<file path="src/rtl/ferr_pkg.sv">
package ferr_pkg;
  localparam int NCLS     = 4;
  localparam int DW       = 32;
  localparam int AW       = 40;
  localparam int SW       = 8;
  localparam int TW       = 5;
  localparam int OFFW     = 5;
  localparam int CAPV_BIT = 31;
  localparam int TYPE_LSB = 26;
  localparam int SRC_LSB  = 18;

  typedef enum logic [2:0] {
    RS_DET   = 3'd0,
    RS_DIS   = 3'd1,
    RS_IEN   = 3'd2,
    RS_ATTR  = 3'd3,
    RS_ADDRH = 3'd4,
    RS_ADDRL = 3'd5,
    RS_ATTR2 = 3'd6,
    RS_NONE  = 3'd7
  } rsel_e;

  function automatic rsel_e decode_off(input logic [OFFW-1:0] off);
    if (off[1:0] != 2'b00) return RS_NONE;
    case (off[4:2])
      3'd0: return RS_DET;
      3'd1: return RS_DIS;
      3'd2: return RS_IEN;
      3'd3: return RS_ATTR;
      3'd4: return RS_ADDRH;
      3'd5: return RS_ADDRL;
      3'd6: return RS_ATTR2;
      default: return RS_NONE;
    endcase
  endfunction
endpackage

</file>
<file path="src/rtl/ferr_regif.sv">
module ferr_regif
  import ferr_pkg::*;
#(
  parameter int DWP  = DW,
  parameter int OFFP = OFFW
) (
  input  logic            clk,
  input  logic            rst_n,
  input  logic            reg_sel,
  input  logic            reg_wr,
  input  logic [OFFP-1:0] reg_addr,
  input  logic [DWP-1:0]  det_word,
  input  logic [DWP-1:0]  dis_word,
  input  logic [DWP-1:0]  ien_word,
  input  logic [DWP-1:0]  attr_word,
  input  logic [DWP-1:0]  addrh_word,
  input  logic [DWP-1:0]  addrl_word,
  input  logic [DWP-1:0]  attr2_word,
  output logic            wr_det,
  output logic            wr_dis,
  output logic            wr_ien,
  output logic [DWP-1:0]  reg_rdata,
  output logic            reg_rvalid
);
  rsel_e          which;
  logic [DWP-1:0] rmux;

  always_comb begin
    which  = decode_off(reg_addr);
    wr_det = reg_sel && reg_wr && (which == RS_DET);
    wr_dis = reg_sel && reg_wr && (which == RS_DIS);
    wr_ien = reg_sel && reg_wr && (which == RS_IEN);
  end

  always_comb begin
    case (which)
      RS_DET:   rmux = det_word;
      RS_DIS:   rmux = dis_word;
      RS_IEN:   rmux = ien_word;
      RS_ATTR:  rmux = attr_word;
      RS_ADDRH: rmux = addrh_word;
      RS_ADDRL: rmux = addrl_word;
      RS_ATTR2: rmux = attr2_word;
      default:  rmux = '0;
    endcase
  end

  always_ff @(posedge clk) begin
    if (!rst_n) begin
      reg_rdata  <= '0;
      reg_rvalid <= 1'b0;
    end else begin
      reg_rvalid <= reg_sel && !reg_wr;
      if (reg_sel && !reg_wr) reg_rdata <= rmux;
    end
  end
endmodule

</file>
<file path="src/rtl/ferr_cfg_reg.sv">
module ferr_cfg_reg #(
  parameter int W = 4
) (
  input  logic         clk,
  input  logic         rst_n,
  input  logic         we,
  input  logic [W-1:0] wval,
  output logic [W-1:0] q
);
  always_ff @(posedge clk) begin
    if (!rst_n) q <= '0;
    else if (we) q <= wval;
  end
endmodule

</file>
<file path="src/rtl/ferr_detect.sv">
module ferr_detect #(
  parameter int N = 4
) (
  input  logic         clk,
  input  logic         rst_n,
  input  logic [N-1:0] evt,
  input  logic [N-1:0] dis,
  input  logic         clr_wr,
  input  logic [N-1:0] clr_mask,
  input  logic         clr_cap,
  output logic [N-1:0] det_q,
  output logic         cap_vld_q,
  output logic         cap_load
);
  logic [N-1:0] taken;

  assign taken    = evt & ~dis;
  assign cap_load = (|taken) && (!cap_vld_q || clr_cap);

  for (genvar i = 0; i < N; i++) begin : g_bit
    always_ff @(posedge clk) begin
      if (!rst_n) det_q[i] <= 1'b0;
      else if (taken[i]) det_q[i] <= 1'b1;
      else if (clr_wr && clr_mask[i]) det_q[i] <= 1'b0;
    end
  end

  always_ff @(posedge clk) begin
    if (!rst_n) cap_vld_q <= 1'b0;
    else if (cap_load) cap_vld_q <= 1'b1;
    else if (clr_cap) cap_vld_q <= 1'b0;
  end
endmodule

</file>
<file path="src/rtl/ferr_capture.sv">
module ferr_capture #(
  parameter int AWP = 40,
  parameter int SWP = 8,
  parameter int TWP = 5,
  parameter int XWP = 32
) (
  input  logic           clk,
  input  logic           rst_n,
  input  logic           load,
  input  logic [AWP-1:0] in_addr,
  input  logic [SWP-1:0] in_src,
  input  logic [TWP-1:0] in_type,
  input  logic [XWP-1:0] in_attr2,
  output logic [AWP-1:0] addr_q,
  output logic [SWP-1:0] src_q,
  output logic [TWP-1:0] type_q,
  output logic [XWP-1:0] attr2_q
);
  always_ff @(posedge clk) begin
    if (!rst_n) begin
      addr_q  <= '0;
      src_q   <= '0;
      type_q  <= '0;
      attr2_q <= '0;
    end else if (load) begin
      addr_q  <= in_addr;
      src_q   <= in_src;
      type_q  <= in_type;
      attr2_q <= in_attr2;
    end
  end
endmodule

</file>
<file path="src/rtl/ferr_unit.sv">
module ferr_unit
  import ferr_pkg::*;
#(
  parameter int N    = NCLS,
  parameter int AWP  = AW,
  parameter int SWP  = SW,
  parameter int TWP  = TW
) (
  input  logic            clk,
  input  logic            rst_n,
  input  logic            reg_sel,
  input  logic            reg_wr,
  input  logic [OFFW-1:0] reg_addr,
  input  logic [DW-1:0]   reg_wdata,
  output logic [DW-1:0]   reg_rdata,
  output logic            reg_rvalid,
  input  logic [N-1:0]    err_pulse,
  input  logic [AWP-1:0]  err_addr,
  input  logic [SWP-1:0]  err_src,
  input  logic [TWP-1:0]  err_type,
  input  logic [DW-1:0]   err_attr2,
  output logic            irq
);
  localparam int AHW = AWP - 32;

  logic          wr_det, wr_dis, wr_ien;
  logic [N-1:0]  det_q, dis_q, ien_q;
  logic          cap_vld_q, cap_load;
  logic [AWP-1:0] cap_addr;
  logic [SWP-1:0] cap_src;
  logic [TWP-1:0] cap_type;
  logic [DW-1:0]  cap_attr2;
  logic [DW-1:0]  det_word, dis_word, ien_word;
  logic [DW-1:0]  attr_word, addrh_word, addrl_word;

  ferr_regif #(.DWP(DW), .OFFP(OFFW)) u_regif (
    .clk(clk), .rst_n(rst_n), .reg_sel(reg_sel), .reg_wr(reg_wr),
    .reg_addr(reg_addr), .det_word(det_word), .dis_word(dis_word),
    .ien_word(ien_word), .attr_word(attr_word), .addrh_word(addrh_word),
    .addrl_word(addrl_word), .attr2_word(cap_attr2), .wr_det(wr_det),
    .wr_dis(wr_dis), .wr_ien(wr_ien), .reg_rdata(reg_rdata),
    .reg_rvalid(reg_rvalid)
  );

  ferr_cfg_reg #(.W(N)) u_dis (
    .clk(clk), .rst_n(rst_n), .we(wr_dis), .wval(reg_wdata[N-1:0]), .q(dis_q)
  );

  ferr_cfg_reg #(.W(N)) u_ien (
    .clk(clk), .rst_n(rst_n), .we(wr_ien), .wval(reg_wdata[N-1:0]), .q(ien_q)
  );

  ferr_detect #(.N(N)) u_detect (
    .clk(clk), .rst_n(rst_n), .evt(err_pulse), .dis(dis_q),
    .clr_wr(wr_det), .clr_mask(reg_wdata[N-1:0]),
    .clr_cap(wr_det && reg_wdata[CAPV_BIT]), .det_q(det_q),
    .cap_vld_q(cap_vld_q), .cap_load(cap_load)
  );

  ferr_capture #(.AWP(AWP), .SWP(SWP), .TWP(TWP), .XWP(DW)) u_capture (
    .clk(clk), .rst_n(rst_n), .load(cap_load), .in_addr(err_addr),
    .in_src(err_src), .in_type(err_type), .in_attr2(err_attr2),
    .addr_q(cap_addr), .src_q(cap_src), .type_q(cap_type), .attr2_q(cap_attr2)
  );

  always_comb begin
    det_word = '0;
    det_word[N-1:0] = det_q;
    det_word[TYPE_LSB +: TWP] = cap_vld_q ? cap_type : '0;
    det_word[CAPV_BIT] = cap_vld_q;
    dis_word = '0;
    dis_word[N-1:0] = dis_q;
    ien_word = '0;
    ien_word[N-1:0] = ien_q;
    attr_word = '0;
    attr_word[SRC_LSB +: SWP] = cap_src;
    addrh_word = '0;
    addrh_word[AHW-1:0] = cap_addr[AWP-1:32];
    addrl_word = cap_addr[31:0];
  end

  always_ff @(posedge clk) begin
    if (!rst_n) irq <= 1'b0;
    else irq <= |(det_q & ien_q);
  end
endmodule

</file>
<file path="config.mk">
export PLATFORM = sky130hd
export DESIGN_NAME = ferr_unit
export DESIGN_NICKNAME = d
export VERILOG_FILES = /design/src/rtl/ferr_pkg.sv /design/src/rtl/ferr_regif.sv /design/src/rtl/ferr_cfg_reg.sv /design/src/rtl/ferr_detect.sv /design/src/rtl/ferr_capture.sv /design/src/rtl/ferr_unit.sv
export SDC_FILE = /design/constraint.sdc
export NUM_CORES = 1
export LEC_CHECK = 0
export ABC_AREA = 1
export BUFFER_PORTS_ARGS = -buffer_cell sky130_fd_sc_hd__buf_2
export CAP_MARGIN = 20
export CORE_MARGIN = 2
export CORE_UTILIZATION = 37
export CTS_CLUSTER_DIAMETER = 100
export DETAILED_ROUTE_END_ITERATION = 10
export PLACE_DENSITY = 0.61
export SLEW_MARGIN = 25
export SYNTH_ARGS = -nofsm -noshare
export SYNTH_HDL_FRONTEND = slang
export SYNTH_SLANG_ARGS = --single-unit
</file>
<file path="constraint.sdc">
create_clock -name clk -period 4.7 [get_ports clk]
set_clock_uncertainty 0.05 [all_clocks]
set_input_delay 0.94 -clock clk [delete_from_list [all_inputs] [get_ports clk]]
set_output_delay 0.94 -clock clk [all_outputs]
set_load 0.02 [all_outputs]
</file>
==> results.toml <==
[finish]
postLayoutCellArea_um2 = 6716
drive_above_1_share_pct = 21.59
multi_input_area_um2 = 2354
final_nets = 1012
area_growth_syn_to_layout_pct = 24.52
regArea_um2 = 2643
fill_cells = 1567

[route]
wl_mm = 14.49
vias = 5013
drc = 0
vias_per_cell = 4.646
postRouteAntennaNets = 0
wl_per_cell_um = 13.43
drtIter0Drc = 275
drtPass1Iterations = 4

[power_and_ir_drop]
p_total_mw = 2.803
p_per_area_nw_per_um2 = 417.3
power.leakage_nw = 3.061
ir_drop_mv = 0.2535

[clock_tree]
path_clk_slew_ns = 0.05
post_cts_buffers = 0
cts_tree = "yes"
cts_hold_buf = 0
cts-root-buf = "clkbuf_16"
cts.sinks = 132
cts_max_level = 4
clk_latency_ns = 0.42
clockBufferDepth = 2
cts-resized-gates = 0
cts_buffers = 17

[worst_setup_path]
reg2reg_slack_ns = 2.77
cp.arrival_ns = 2.71
crit_end = "u_regif.reg_rdata[31]"
crit_path_start_kind = "input pin"
worstReg2RegEnd = "u_capture.addr_q[1]"
crit_chain = "buf_2, inv_2, nand4_2, clkinv_1, nand2_1, nand2_1, o21ai_0, a21oi_1"
r2r_start = "u_dis.q[3]"
worstSetupEndpointType = "flip-flop"
r2r_cells = 7
crit_type = "in2reg"
path_max_fanout = 24
slowest_delay_ns = 0.79
crit_path_start = "reg_addr[2]"
cp_common_cell = "nand2_1"
worstPathRequired_ns = 4.94
crit_slowest_cell = "clkinv_1"

[placed_design]
port_buffers = 136
placed_area_um2 = 6131
hpwlAfterDp_mm = 9.231
globalplace.congestion = 0.8012

[die]
pin_count = 164
fp.dieArea_um2 = 15560
die_x_um = 124.7
start_util_pct = 37.54
num_rows = 44
dieHeight_um = 124.7
core_area_um2 = 14370

[global_route]
grt_antenna_before_repair = 1
gr-total-overflow = 0
grt_max_degree = 94
grt_usage_pct = 19.07
first_global_vias = 4610
grt_pass1_wl_mm = 23.45

[timing]
hold_ws_ns = 0.4070
worst_slew_pin_slew_ns = 0.9478
hold_violations = 0
period_share_pct = 52.68
fin_setup_tns_ns = 0
fmax_mhz = 403.9
relSlewSlack_pct = 36.67
slew_viol_final = 0
period_minus_slack_ns = 2.476
finalSetupViolCount = 0
rsz0062_at_grt = "false"

[synth]
syn-num-nets = 893
synth-seq-area-share_pct = 48.99
synthArstFlopShare_pct = 0
ys_seq_elements = 132
ys.flop_type = "dfxtp_1"
synth_common_cells = "nor2_1, nand2_1, dfxtp_1"
avgSynthCellArea_um2 = 7.069
ys_warn_count = 0
synth_area_leaders = "dfxtp_1, nor2_1, nand2_1, o21ai_0, a21oi_1"
synthCells = 763
yosys.cell_types.count = 24
yosysMostFrequentCell = "nor2_1"
synth_area_leader_cell = "dfxtp_1"
syn_area_um2 = 5394
synth_edf_count = 0
synth.top_cell.area_share_pct = 48.99

[worst_hold_path]
hold_path.class = "reg2reg"

[flow_run]
drv_cap = 0

[run_status]
status = "complete, no violations"
[final cells by class]
type	count	share of cell area [%]
Timing Repair Buffer	142	10.99
Tap cell	184	3.428
Sequential cell	132	39.34
Inverter	44	2.478
Clock buffer	21	6.706
Multi-Input combinational cell	545	35.04
Clock inverter	10	1.975
Antenna cell	1	0.03726
[per-layer routing]
metal,GRT usage [%],share of wire [%]
met1,24.78,48
met2,30.57,46
met3,4.897,4.4
met4,7.072,2.0
met5,0,0
[worst min-delay path by stage]
stage	cells after the start	slack [ns]	endpoint	from
floorplan	2	0.40	u_detect.det_q[2]	u_detect.det_q[2]
global placement	2	0.40	u_regif.reg_rdata[5]	u_regif.reg_rdata[5]
detailed placement	2	0.40	u_regif.reg_rdata[10]	u_regif.reg_rdata[10]
CTS	2	0.41	u_regif.reg_rdata[9]	u_regif.reg_rdata[9]
global route	2	0.42	u_regif.reg_rdata[9]	u_regif.reg_rdata[9]
finish	2	0.41	u_regif.reg_rdata[10]	u_regif.reg_rdata[10]
[per-stage QoR]
step | util (%) | worst slack (ns) | std cells
5_1_grt | 46.74 | 1.962 | 1079
3_5_place_dp | 42.67 | 1.583 | 1047
6_report | 46.74 | 2.224 | 1079
4_1_cts | 46.73 | 2.023 | 1078
2_1_floorplan | - | 2.528 | 763
3_3_place_gp | 42.67 | 1.644 | 1047
[cells in the final DEF, fill, tap and decap left out]
cell        instances
clkbuf_8            1
nor3_2              1
buf_2             136
clkbuf_16          17
dfxtp_1           132
buf_4               5
nor2_4              2
nand4_1             3
inv_2               4
nor2_1            206
buf_12              1
clkbuf_1            3
o21ai_0            76
nand4_2             1
diode_2             1
clkinv_2            5
clkinvlp_4          3
bufinv_16           3
o22ai_1             1
nand2_4             1
nand2_2             1
a221oi_1            1
o21ai_1            26
nand2_1           150
inv_1              38
nand4_4             1
clkinv_1            1
a21oi_1            45
nand3_1            19
nor2_2             11
[flip-flops by register name, summed over array words and instances, names as in the netlist]
signal	cells
irq	1
u_capture.addr_q	40
u_capture.type_q	5
u_regif.reg_rvalid	1
u_regif.reg_rdata	32
u_capture.src_q	8
u_capture.attr2_q	32
u_ien.q	4
u_dis.q	4
u_detect.det_q	4
u_detect.cap_vld_q	1
[where the power goes]
part	switching [mW]	internal, mW
combinational	0.161	0.0934
sequential	0.0366	1.20
clock	0.477	0.840
[cell families after synthesis]
kind of cell           after synthesis  synth area share, %
AOI/OAI and AO/OA                  149                13.92
buffers and inverters               86                7.516
DFF                                132                48.99
and+or+nand+nor                    396                29.58
[worst max-delay path, delay by kind of cell]
| family | cells | cell delay [ns] |
|---|---|---|
| buffers and inverters | 3 | 0.94 |
| and+or+nand+nor | 3 | 0.58 |
| AOI/OAI and AO/OA | 2 | 0.24 |
Power figures use the tool's default switching activity.
